File: config.mk
export PLATFORM = sky130hd
export DESIGN_NAME = lsw_ctrl
export DESIGN_NICKNAME = d
export VERILOG_FILES = /design/src/rtl/lsw_pkg.sv /design/src/rtl/lsw_frame_fifo.sv /design/src/rtl/lsw_host_fsm.sv /design/src/rtl/lsw_self_wake.sv /design/src/rtl/lsw_tx_arbiter.sv /design/src/rtl/lsw_ctrl.sv
export SDC_FILE = /design/constraint.sdc
export NUM_CORES = 1
export LEC_CHECK = 0
export BUFFER_PORTS_ARGS = -buffer_cell sky130_fd_sc_hd__buf_2
export CORE_ASPECT_RATIO = 0.9
export CORE_MARGIN = 4
export CORE_UTILIZATION = 56
export CTS_CLUSTER_SIZE = 20
export DETAILED_ROUTE_END_ITERATION = 8
export GPL_ROUTABILITY_DRIVEN = 1
export MAX_ROUTING_LAYER = met4
export PLACE_DENSITY_LB_ADDON = 0.2
export SLEW_MARGIN = 20
export SYNTH_ARGS = -nofsm -noshare
export SYNTH_HDL_FRONTEND = slang
export SYNTH_SLANG_ARGS = --single-unit
File: constraint.sdc
create_clock -name clk -period 3.1 [get_ports clk]
set_input_delay 0.62 -clock clk [delete_from_list [all_inputs] [get_ports clk]]
set_output_delay 0.62 -clock clk [all_outputs]
set_load 0.005 [all_outputs]
File: src/rtl/lsw_pkg.sv
package lsw_pkg;

    typedef enum logic [1:0] {
        HS_AWAKE = 2'd0,
        HS_SLEEP = 2'd1,
        HS_WAIT  = 2'd2
    } host_st_e;

    typedef enum logic [1:0] {
        LS_ON     = 2'd0,
        LS_DOZE   = 2'd1,
        LS_RESYNC = 2'd2
    } loc_st_e;

    typedef enum logic [1:0] {
        TK_DATA = 2'd0,
        TK_CFM  = 2'd1,
        TK_PING = 2'd2,
        TK_NULL = 2'd3
    } tx_kind_e;

    localparam logic [7:0] PING_CMD = 8'h10;

endpackage

File: src/rtl/lsw_frame_fifo.sv
module lsw_frame_fifo #(
    parameter int FRAME_W = 16,
    parameter int DEPTH   = 4
) (
    input  logic               clk,
    input  logic               rst_n,
    input  logic               push_i,
    input  logic [FRAME_W-1:0] data_i,
    input  logic               pop_i,
    output logic [FRAME_W-1:0] head_o,
    output logic               empty_o,
    output logic               push_ok_o,
    output logic               overflow_o
);
    localparam int AW = (DEPTH > 1) ? $clog2(DEPTH) : 1;
    localparam int CW = $clog2(DEPTH + 1);
    localparam logic [AW-1:0] LAST = AW'(DEPTH - 1);
    localparam logic [CW-1:0] FULL = CW'(DEPTH);

    typedef struct packed {
        logic [AW-1:0] wr;
        logic [AW-1:0] rd;
        logic [CW-1:0] cnt;
        logic          ovf;
    } fifo_t;

    fifo_t q, d;
    logic [FRAME_W-1:0] mem_q [DEPTH];
    logic full, do_pop;

    assign full      = (q.cnt == FULL);
    assign empty_o   = (q.cnt == '0);
    assign push_ok_o = push_i && !full;
    assign do_pop    = pop_i && !empty_o;
    assign head_o    = mem_q[q.rd];
    assign overflow_o = q.ovf;

    always_comb begin
        d = q;
        if (push_ok_o) d.wr = (q.wr == LAST) ? '0 : q.wr + 1'b1;
        if (do_pop)    d.rd = (q.rd == LAST) ? '0 : q.rd + 1'b1;
        if (push_ok_o && !do_pop) d.cnt = q.cnt + 1'b1;
        if (!push_ok_o && do_pop) d.cnt = q.cnt - 1'b1;
        if (push_i && full) d.ovf = 1'b1;
    end

    always_ff @(posedge clk or negedge rst_n) begin
        if (!rst_n) q <= '0;
        else        q <= d;
    end

    always_ff @(posedge clk) begin
        if (push_ok_o) mem_q[q.wr] <= data_i;
    end

    AST_NO_OVERWRITE: assert property (@(posedge clk) disable iff (!rst_n)
        (full && push_i && !pop_i) |=> (q.cnt == FULL && $stable(q.wr)));
    AST_OVF_STICKY: assert property (@(posedge clk) disable iff (!rst_n)
        q.ovf |=> q.ovf);
endmodule

File: src/rtl/lsw_host_fsm.sv
module lsw_host_fsm
    import lsw_pkg::*;
(
    input  logic clk,
    input  logic rst_n,
    input  logic sleep_req_i,
    input  logic busy_i,
    input  logic frame_here_i,
    input  logic ping_i,
    input  logic cfm_take_i,
    input  logic ping_take_i,
    output logic awake_o,
    output logic wake_o,
    output logic cfm_pend_o,
    output logic ping_pend_o
);
    typedef struct packed {
        host_st_e st;
        logic     wake;
        logic     cfm;
        logic     ping;
    } hs_t;

    hs_t q, d;

    always_comb begin
        d = q;
        if (cfm_take_i)  d.cfm  = 1'b0;
        if (ping_take_i) d.ping = 1'b0;
        unique case (q.st)
            HS_AWAKE: if (sleep_req_i && !busy_i) begin
                d.st  = HS_SLEEP;
                d.cfm = 1'b1;
            end
            HS_SLEEP: if (frame_here_i) begin
                d.st   = HS_WAIT;
                d.wake = 1'b1;
            end
            HS_WAIT: if (ping_i) begin
                d.st   = HS_AWAKE;
                d.wake = 1'b0;
                d.ping = 1'b1;
            end
            default: d.st = HS_AWAKE;
        endcase
    end

    always_ff @(posedge clk or negedge rst_n) begin
        if (!rst_n) q <= '{st: HS_AWAKE, wake: 1'b0, cfm: 1'b0, ping: 1'b0};
        else        q <= d;
    end

    assign awake_o     = (q.st == HS_AWAKE);
    assign wake_o      = q.wake;
    assign cfm_pend_o  = q.cfm;
    assign ping_pend_o = q.ping;

    AST_WAKE_HELD: assert property (@(posedge clk) disable iff (!rst_n)
        (q.wake && !ping_i) |=> q.wake);
    AST_WAKE_FROM_SLEEP: assert property (@(posedge clk) disable iff (!rst_n)
        $rose(q.wake) |-> $past(q.st == HS_SLEEP));
    AST_PING_ON_RELEASE: assert property (@(posedge clk) disable iff (!rst_n)
        $fell(q.wake) |-> (q.ping && q.st == HS_AWAKE));
    AST_SLEEP_CFM: assert property (@(posedge clk) disable iff (!rst_n)
        (q.st == HS_SLEEP && $past(q.st == HS_AWAKE)) |-> (q.cfm && !$past(busy_i)));
endmodule

File: src/rtl/lsw_self_wake.sv
module lsw_self_wake
    import lsw_pkg::*;
(
    input  logic       clk,
    input  logic       rst_n,
    input  logic       doze_i,
    input  logic       rx_activity_i,
    input  logic       rx_ready_i,
    input  logic       rx_valid_i,
    input  logic [7:0] rx_byte_i,
    input  logic       null_take_i,
    output logic       loc_on_o,
    output logic       null_pend_o,
    output logic       rx_pass_o
);
    typedef struct packed {
        loc_st_e st;
        logic    nul;
    } ls_t;

    ls_t q, d;
    logic zero_seen;

    assign zero_seen = rx_ready_i && rx_valid_i && (rx_byte_i == 8'h00);

    always_comb begin
        d = q;
        if (null_take_i) d.nul = 1'b0;
        unique case (q.st)
            LS_ON:     if (doze_i && !q.nul) d.st = LS_DOZE;
            LS_DOZE:   if (rx_activity_i)    d.st = LS_RESYNC;
            LS_RESYNC: if (zero_seen) begin
                d.st  = LS_ON;
                d.nul = 1'b1;
            end
            default:   d.st = LS_ON;
        endcase
    end

    always_ff @(posedge clk or negedge rst_n) begin
        if (!rst_n) q <= '{st: LS_ON, nul: 1'b0};
        else        q <= d;
    end

    assign loc_on_o    = (q.st == LS_ON);
    assign null_pend_o = q.nul;
    assign rx_pass_o   = rx_valid_i && (q.st == LS_ON);

    AST_NULL_AFTER_ZERO: assert property (@(posedge clk) disable iff (!rst_n)
        $rose(q.nul) |-> $past(rx_valid_i && rx_ready_i && rx_byte_i == 8'h00));
    AST_NULL_IN_ON_ONLY: assert property (@(posedge clk) disable iff (!rst_n)
        q.nul |-> (q.st == LS_ON));
endmodule

File: src/rtl/lsw_tx_arbiter.sv
module lsw_tx_arbiter
    import lsw_pkg::*;
#(
    parameter int         FRAME_W = 16,
    parameter logic [7:0] CFM_CMD = 8'h21
) (
    input  logic               loc_on_i,
    input  logic               null_pend_i,
    input  logic               ping_pend_i,
    input  logic               cfm_pend_i,
    input  logic               host_awake_i,
    input  logic               fifo_empty_i,
    input  logic [FRAME_W-1:0] head_i,
    input  logic               tx_ready_i,
    output logic               tx_valid_o,
    output logic [1:0]         tx_kind_o,
    output logic [FRAME_W-1:0] tx_data_o,
    output logic               null_take_o,
    output logic               ping_take_o,
    output logic               cfm_take_o,
    output logic               pop_o
);
    localparam int PADW = FRAME_W - 8;

    logic data_ok, take;

    assign data_ok = host_awake_i && !fifo_empty_i;
    assign take    = tx_valid_o && tx_ready_i;

    always_comb begin
        tx_valid_o = 1'b0;
        tx_kind_o  = TK_DATA;
        tx_data_o  = '0;
        if (loc_on_i) begin
            if (null_pend_i) begin
                tx_valid_o = 1'b1;
                tx_kind_o  = TK_NULL;
            end else if (ping_pend_i) begin
                tx_valid_o = 1'b1;
                tx_kind_o  = TK_PING;
                tx_data_o  = {{PADW{1'b0}}, PING_CMD};
            end else if (cfm_pend_i) begin
                tx_valid_o = 1'b1;
                tx_kind_o  = TK_CFM;
                tx_data_o  = {{PADW{1'b0}}, CFM_CMD};
            end else if (data_ok) begin
                tx_valid_o = 1'b1;
                tx_kind_o  = TK_DATA;
                tx_data_o  = head_i;
            end
        end
    end

    assign null_take_o = take && (tx_kind_o == TK_NULL);
    assign ping_take_o = take && (tx_kind_o == TK_PING);
    assign cfm_take_o  = take && (tx_kind_o == TK_CFM);
    assign pop_o       = take && (tx_kind_o == TK_DATA);
endmodule

File: src/rtl/lsw_ctrl.sv
module lsw_ctrl
    import lsw_pkg::*;
#(
    parameter int         FRAME_W = 16,
    parameter int         DEPTH   = 4,
    parameter logic [7:0] CFM_CMD = 8'h21
) (
    input  logic               clk,
    input  logic               rst_n,
    input  logic               rx_valid_i,
    input  logic [7:0]         rx_byte_i,
    input  logic               sleep_req_i,
    input  logic               uart_busy_i,
    input  logic               doze_i,
    input  logic               rx_activity_i,
    input  logic               rx_ready_i,
    input  logic               frm_valid_i,
    input  logic [FRAME_W-1:0] frm_data_i,
    output logic               tx_valid_o,
    output logic [1:0]         tx_kind_o,
    output logic [FRAME_W-1:0] tx_data_o,
    input  logic               tx_ready_i,
    output logic               host_wake_o,
    output logic               overflow_o
);
    logic [FRAME_W-1:0] head;
    logic fifo_empty, push_ok, pop;
    logic host_awake, cfm_pend, ping_pend, cfm_take, ping_take;
    logic loc_on, null_pend, null_take, rx_pass, link_busy;

    assign link_busy = uart_busy_i || !fifo_empty || tx_valid_o;

    lsw_frame_fifo #(.FRAME_W(FRAME_W), .DEPTH(DEPTH)) u_fifo (
        .clk        (clk),
        .rst_n      (rst_n),
        .push_i     (frm_valid_i),
        .data_i     (frm_data_i),
        .pop_i      (pop),
        .head_o     (head),
        .empty_o    (fifo_empty),
        .push_ok_o  (push_ok),
        .overflow_o (overflow_o)
    );

    lsw_host_fsm u_host (
        .clk          (clk),
        .rst_n        (rst_n),
        .sleep_req_i  (sleep_req_i),
        .busy_i       (link_busy),
        .frame_here_i (push_ok || !fifo_empty),
        .ping_i       (rx_pass),
        .cfm_take_i   (cfm_take),
        .ping_take_i  (ping_take),
        .awake_o      (host_awake),
        .wake_o       (host_wake_o),
        .cfm_pend_o   (cfm_pend),
        .ping_pend_o  (ping_pend)
    );

    lsw_self_wake u_self (
        .clk           (clk),
        .rst_n         (rst_n),
        .doze_i        (doze_i),
        .rx_activity_i (rx_activity_i),
        .rx_ready_i    (rx_ready_i),
        .rx_valid_i    (rx_valid_i),
        .rx_byte_i     (rx_byte_i),
        .null_take_i   (null_take),
        .loc_on_o      (loc_on),
        .null_pend_o   (null_pend),
        .rx_pass_o     (rx_pass)
    );

    lsw_tx_arbiter #(.FRAME_W(FRAME_W), .CFM_CMD(CFM_CMD)) u_arb (
        .loc_on_i     (loc_on),
        .null_pend_i  (null_pend),
        .ping_pend_i  (ping_pend),
        .cfm_pend_i   (cfm_pend),
        .host_awake_i (host_awake),
        .fifo_empty_i (fifo_empty),
        .head_i       (head),
        .tx_ready_i   (tx_ready_i),
        .tx_valid_o   (tx_valid_o),
        .tx_kind_o    (tx_kind_o),
        .tx_data_o    (tx_data_o),
        .null_take_o  (null_take),
        .ping_take_o  (ping_take),
        .cfm_take_o   (cfm_take),
        .pop_o        (pop)
    );

    AST_NO_DATA_ASLEEP: assert property (@(posedge clk) disable iff (!rst_n)
        (tx_valid_o && tx_kind_o == TK_DATA) |-> (host_awake && !host_wake_o));
    AST_SILENT_DOZE: assert property (@(posedge clk) disable iff (!rst_n)
        (doze_i && tx_valid_o && tx_kind_o == TK_DATA) |=> !tx_valid_o);
endmodule

# [Yosys cells after proc, flatten, opt, wreduce, memory -nomap -nowiden]
# Memories as Yosys holds them, arrays and structs flattened.
# Cells that the tools add are included.
# W data, S select, Z words.
[totals] reg_bits=16 out_inout_bits=21 in_bits=34 elab_cells=103 mem_count=1 ram_bits=64
[mem_list] memory="u_fifo.mem_q" depth=4 word_bits=16 rd=1 rd_ports_with_merged_regs=0 write_ports=1 line_no="lsw_frame_fifo.sv:28" source="logic [FRAME_W-1:0] mem_q [DEPTH];"
[classes] n_reduce_logical=35 mux=37 n_eq_ne=16 n_addsub=4
[op_table] operator="$mux W16" n=5
[op_table] operator="$logic_and A1 B1 Y1" n=16
[op_table] operator="$mux W1" n=16
[op_table] operator="$mux W2" n=8
[op_table] operator="$mux W3" n=5
[op_table] operator="$eq A2 B2 Y1 const B" n=6
[op_table] operator="$pmux W2 S3" n=2
[op_table] operator="$reduce_and A3 Y1" n=3
[op_table] operator="$logic_not A8 Y1" n=1
[op_table] operator="$eq A2 B1 Y1 const B" n=3
[op_table] operator="$logic_not A1 Y1" n=6
[op_table] operator="$logic_not A2 Y1" n=3
[op_table] operator="$ne A2 B1 Y1 const B" n=3
[op_table] operator="$ne A2 B2 Y1 const B" n=3
[op_table] operator="$add A2 B1 Y2 const B" n=2
[op_table] operator="$reduce_bool A2 Y1" n=2
[op_table] operator="$add A3 B1 Y3 const B" n=1
[op_table] operator="$eq A3 B3 Y1 const B" n=1
[op_table] operator="$logic_not A3 Y1" n=1
[op_table] operator="$logic_or A1 B1 Y1" n=3
[op_table] operator="$sub A3 B1 Y3 const B" n=1
[op_table] operator="$pmux W1 S2" n=1

# [Logic depth before layout (Yosys ltp)]
[depth] word_depth=15 depth_mapped=10 ltp_nobuf=10

# [Hierarchy]
# A second synthesis with hierarchy kept.
[hier_totals] cells_unflattened=220 hier_area_um2=3601.0
[modules_own_cells] module="lsw_frame_fifo" seq_area_each_um2=2122.0 n_inst=1 cells_per_inst=126 area_each_um2=2827.7
[modules_own_cells] module="lsw_tx_arbiter" seq_area_each_um2=0.0 n_inst=1 cells_per_inst=52 area_each_um2=364.1
[modules_own_cells] module="lsw_host_fsm" seq_area_each_um2=125.1 n_inst=1 cells_per_inst=20 area_each_um2=216.5
[modules_own_cells] module="lsw_self_wake" seq_area_each_um2=75.1 n_inst=1 cells_per_inst=20 area_each_um2=176.4
[modules_own_cells] module="lsw_ctrl" seq_area_each_um2=0.0 n_inst=1 cells_per_inst=2 area_each_um2=16.3

# [Worst setup path after synthesis]
# No wires, ideal clock.
[synth_path] kind="register to register" from="reg u_self.q (netlist bit u_self.null_pend_o)" to="reg u_fifo.q[3] (netlist name)" setup_ns=0.079 path_buffers=1 synth_period_minus_slack_ns=2.151 path_slack_ns=0.949 required_time_ns=3.021 stages_incl_launch_ff=11 arrival_ns=2.072 path_cell_list="dfrtp_1 > buf_6 > nor4_4 > nand2_1 > nor3_2 > ha_1 > inv_1 > fa_1 > xor2_1 > nor2_1 > xor2_1"
[synth_between] elab_chain_len=8 elab_cells_between_ends=13 classes_between="mux: 5; reduce/logical: 8"
[synth_rtl] item="start, declared" line_no="lsw_self_wake.sv:21" source="ls_t q, d;"
[synth_rtl] item="start signal, assigned" line_no="lsw_self_wake.sv:41" source="if (!rst_n) q <= '{st: LS_ON, nul: 1'b0};"
[synth_rtl] item="$mux W2 / $mux W1 (equally long branches)" line_no="lsw_tx_arbiter.sv:35" source="if (null_pend_i) begin"
[synth_rtl] item="$mux W2 / $mux W1 (equally long branches)" line_no="lsw_tx_arbiter.sv:34" source="if (loc_on_i) begin"
[synth_rtl] item="$logic_not A2 Y1 / $logic_and A1 B1 Y1 (equally long branches)" line_no="lsw_tx_arbiter.sv:57, lsw_tx_arbiter.sv:28"
[synth_rtl] item="$logic_and A1 B1 Y1 (*)" line_no="lsw_tx_arbiter.sv:57" source="assign pop_o = take && (tx_kind_o == TK_DATA);"
[synth_rtl] item="$logic_and A1 B1 Y1 (*)" line_no="lsw_frame_fifo.sv:34" source="assign do_pop = pop_i && !empty_o;"
[synth_rtl] item="named net u_fifo.do_pop" line_no="lsw_frame_fifo.sv:29" source="logic full, do_pop;"
[synth_rtl] item="$logic_not A1 Y1" line_no="lsw_frame_fifo.sv:42" source="if (push_ok_o && !do_pop) d.cnt = q.cnt + 1'b1;"
[synth_rtl] item="$logic_and A1 B1 Y1" line_no="lsw_frame_fifo.sv:42"
[synth_rtl] item="$reduce_bool A2 Y1 (no line)"
[synth_rtl] item="end signal, assigned" line_no="lsw_frame_fifo.sv:48" source="if (!rst_n) q <= '0;"
[synth_rtl] item="end signal, assigned" line_no="lsw_frame_fifo.sv:49" source="else q <= d;"
[synth_rtl] item="end, declared" line_no="lsw_frame_fifo.sv:27" source="fifo_t q, d;"
# Mark *: on every way through the listed nets, which the timed path passes. The rest lies on a longest branch.
# A chain may end at the register's enable or synchronous reset.

# [Worst setup path in the final report]
[layout_path] from="reg u_host.q[3] (netlist name)" to="out tx_data_o[4]"
[layout_between] elab_chain_len=7
[layout_rtl] item="start, declared" line_no="lsw_host_fsm.sv:24" source="hs_t q, d;"
[layout_rtl] item="start signal, assigned" line_no="lsw_host_fsm.sv:49" source="if (!rst_n) q <= '{st: HS_AWAKE, wake: 1'b0, cfm: 1'b0, ping: 1'b0};"
[layout_rtl] item="$logic_not A2 Y1" line_no="lsw_host_fsm.sv:53" source="assign awake_o = (q.st == HS_AWAKE);"
[layout_rtl] item="$logic_and A1 B1 Y1" line_no="lsw_tx_arbiter.sv:27" source="assign data_ok = host_awake_i && !fifo_empty_i;"
[layout_rtl] item="$mux W16" line_no="lsw_tx_arbiter.sv:46" source="end else if (data_ok) begin"
[layout_rtl] item="$mux W16" line_no="lsw_tx_arbiter.sv:42" source="end else if (cfm_pend_i) begin"
[layout_rtl] item="$mux W16" line_no="lsw_tx_arbiter.sv:38" source="end else if (ping_pend_i) begin"
[layout_rtl] item="$mux W16" line_no="lsw_tx_arbiter.sv:35"
[layout_rtl] item="$mux W16" line_no="lsw_tx_arbiter.sv:34"
[layout_rtl] item="end, declared" line_no="lsw_ctrl.sv:21" source="output logic [FRAME_W-1:0] tx_data_o,"
# No other way between the ends.

==> key figures <==
Placed design
  • Port Buffer Count: 54
  • Routability cong.: between 0.7 and 0.8
  • DPL Wire Length: 4.16 mm
  • Dpl cells: roughly 330

Timing
  • Slew HR: around half
  • Final setup fails: 0
  • Final period util: between 80% and 90%
  • Worst hold slack: 0.175 ns
  • RSZ-0062 raised after global routing: false
  • Clock period minus final worst setup slack: 2.73 ns
  • Final Slew Violations: 0
  • Fin Setup TNS: 0 ns
  • Hold Vio Cnt, Final: 0
  • Actual transition at the worst max-transition pin: 0.777 ns
  • Worst Skew: 0.0100 ns
  • Fmax: 366 MHz

Yosys
  • Register area share after synthesis: 66.8%
  • Yosys Warn Count: 0
  • Mapped Area: 3470 um^2
  • Post-synth EDFFs: 64
  • Top FF cell, synth: edfxtp_1
  • Synthesized netlist cell count: 210
  • Yosys reg bits: 80
  • Syn_area_per_cell: 16.5 um^2
  • Post-synth cell types: 38
  • FFs w/ async S/R, synth: 20.0%
  • Syn nets: 254

CTS
  • CTS tree: done
  • CTS sink cnt: 80
  • CTS Buffer Depth: 2
  • Clock transition at path regs: 0.08 ns
  • Hold_buf cts: 0
  • Number of CTS-inserted buffers: 9
  • Root buf cell: clkbuf_8
  • Clock latency on the worst-skew pair: 0.35 ns
  • H-tree levels: 3

Die
  • Die height: between 80 and 90 um
  • IO Count: 55
  • Initial Util: between 50 and 60%
  • Core area: 5860 um^2
  • # rows: 26
  • Chip width: 91.0 um
  • DIE AREA: approximately 7500 um^2

Min path
  • Hold Crit Class: in2async

Setup path
  • Worst setup SP type: register
  • Req. time, crit path: 2.48 ns
  • Max incr delay on CP: 0.47 ns
  • RR Startpoint: u_self.null_pend_o$_DFF_PN0_
  • CP Launch Point: u_host.q[3]$_DFFE_PN0P_
  • Buf+Inv Stages, Crit Path: 2
  • CP Max Fanout: 14
  • Delay-heaviest family, CP: simple AND/OR/NAND/NOR gates
  • Worst EP arrival: approximately 2.1 ns
  • Nature of the critical path endpoint: output pin
  • Critical Path, Cell by Cell: inv_1, ha_1, o31ai_1, nor2_2, a21oi_1, nor3_1, buf_2
  • Critical-path top delay cell: nor2_2
  • Kind of critical path: reg2out

Final layout
  • Diode count: 0
  • Non-filler instance count after layout: 348
  • Synthesis-to-layout area growth: 16.2%
  • Fillers: 419
  • # nets final: 317
  • Share of layout cells above drive strength 1: 37.8%

Global route
  • Largest net degree at the start of global routing: 19
  • GRT Resource Usage Total: 18.2%
  • Initial antenna violation count: 0
  • Vias in the first global route: slightly above 2k
  • Overflow left after global routing: 0
  • First-pass GRT wire length: just under 10 mm

Pwr
  • PD cells: between 900 and 1000 nW/um^2
  • Leakage: between 1.5 and 2 nW
  • Peak VDD IR: 0.563 mV

Run status
  • Status: completed

Routing
  • DR WL/cell: around 17 um
  • Via density: 5.53
  • Total Wirelength: between 5 and 6 mm
  • TritonRoute pass-1 iters: 4
  • DRC Markers: 0
  • Initial DRC Count: 97
  • Post-route ant nets: 0
  • DR vias: 1925

Run
  • Max-Cap Viols: 0
==> worst reg2reg max path: stages, from the launching register on <==
cell,delay [ns]
dfrtp_1,0.50
nor4_4,0.32
nand2_1,0.13
nor3_2,0.24
ha_1,0.25
inv_1,0.06
fa_1,0.38
xor2_1,0.15
nor2_1,0.11
xor2_1,0.14
==> where the power goes <==
part / internal [W] / switching (W) / total [W]
logic: 0.000678 / 0.000667 / 0.00134
registers: 0.00142 / 0.000204 / 0.00163
clock network: 0.000380 / 0.000381 / 0.000761
total: 0.00248 / 0.00125 / 0.00373
==> layout by cell type, fill, tap and decap left out, drive strengths merged, types with 2 or more instances in the layout <==
cell and count:
edfxtp 64, and2 4, a21oi 8, and3 13
nor3 4, dfrtp 16, buf 60, ha 9
nor2 15, clkinv 2, mux2 3, inv 17
o31ai 2, mux4 16, nand2 8, clkbuf 9
xor2 2, o21ai 7, nor4 2
==> flip-flops by register name (all words and copies together), names as in the netlist <==
| name | cells |
|---|---|
| u_fifo.overflow_o | 1 |
| u_fifo.mem_q | 64 |
| u_self.null_pend_o | 1 |
| u_fifo.q | 7 |
| u_host.wake_o | 1 |
| u_self.q | 2 |
| u_host.cfm_pend_o | 1 |
| u_host.q | 2 |
| u_host.ping_pend_o | 1 |
==> cell usage after synthesis (2+ instances only) <==
master,n,area share (%)
nor3_1,2,0.29
nor4_4,2,1.2
dfrtp_1,16,12
and2_1,4,0.72
nand2_1,8,0.86
and3_1,13,2.3
clkbuf_1,3,0.32
ha_1,9,3.2
mux4_2,16,10
xor2_1,2,0.50
nor3_2,2,0.58
a21oi_1,7,1.0
inv_1,14,1.5
edfxtp_1,64,55
nor2_1,15,1.6
o31ai_1,2,0.43
o21ai_0,7,1.0
mux2_2,2,0.65
buf_6,3,0.97
==> kinds of logic (layout without fill, tap and decap cells) <==
logic type	count (synthesis)	after routing	share of synthesized area [%]
flops	80	80	66.8
simple gates	52	52	9.07
compound gates	24	24	4.90
buf+inv	22	90	3.17
mux	19	19	11.5
fa+ha+maj	10	10	3.82
xor+xnor	3	3	0.756
==> per-stage QoR <==
step                power (W)  setup slack, ns  instance area, um^2  util (%)
floorplan             0.00256            0.949                 3470         -
global placement      0.00298            0.535                 3830      65.4
detailed placement    0.00302            0.467                 3830      65.4
CTS                   0.00378           0.0737                 4030      68.9
global route          0.00403            0.195                 4040      68.9
finish                0.00373            0.371                 4040      68.9
==> cell type report <==
class / instances / area [um^2] / area share [%]
Tap cell: 70 / 87.6 / 2.17
Timing Repair Buffer: 60 / 328 / 8.12
Sequential cell: 80 / 2320 / 57.5
Clock inverter: 7 / 77.6 / 1.92
Clock buffer: 9 / 124 / 3.07
Multi-Input combinational cell: 108 / 1040 / 25.9
Inverter: 14 / 52.6 / 1.30
==> what timing repair did <==
item / CTS / global route
endpoints found under the setup margin: 0 / 14
setup buffers: 0 / 0
gates resized for setup: 0 / 1
==> routing by layer <==
layer | track usage, % | up-vias | routed length [um]
met1 | 21.5 | 955 | 2540
met3 | 5.53 | 9 | 234
met5 | - | - | 0
li1 | - | 927 | -
met2 | 30.2 | 34 | 3050
met4 | 6.78 | 0 | 91
==> final timing paths <==
check	depth (start not counted)	end	slack [ns]
max reg2reg	9	u_fifo.q[3]$_DFFE_PN0P_	0.75
min in group clk	2	u_self.null_pend_o$_DFF_PN0_	0.48
min	1	u_fifo.q[1]$_DFFE_PN0P_	0.17
max in group asynchronous	1	u_fifo.overflow_o$_DFFE_PN0P_	2.66
min reg2reg	1	u_fifo.overflow_o$_DFFE_PN0P_	0.48
max	7	tx_data_o[4]	0.37
Note: power is estimated with default switching activity, not from simulation.
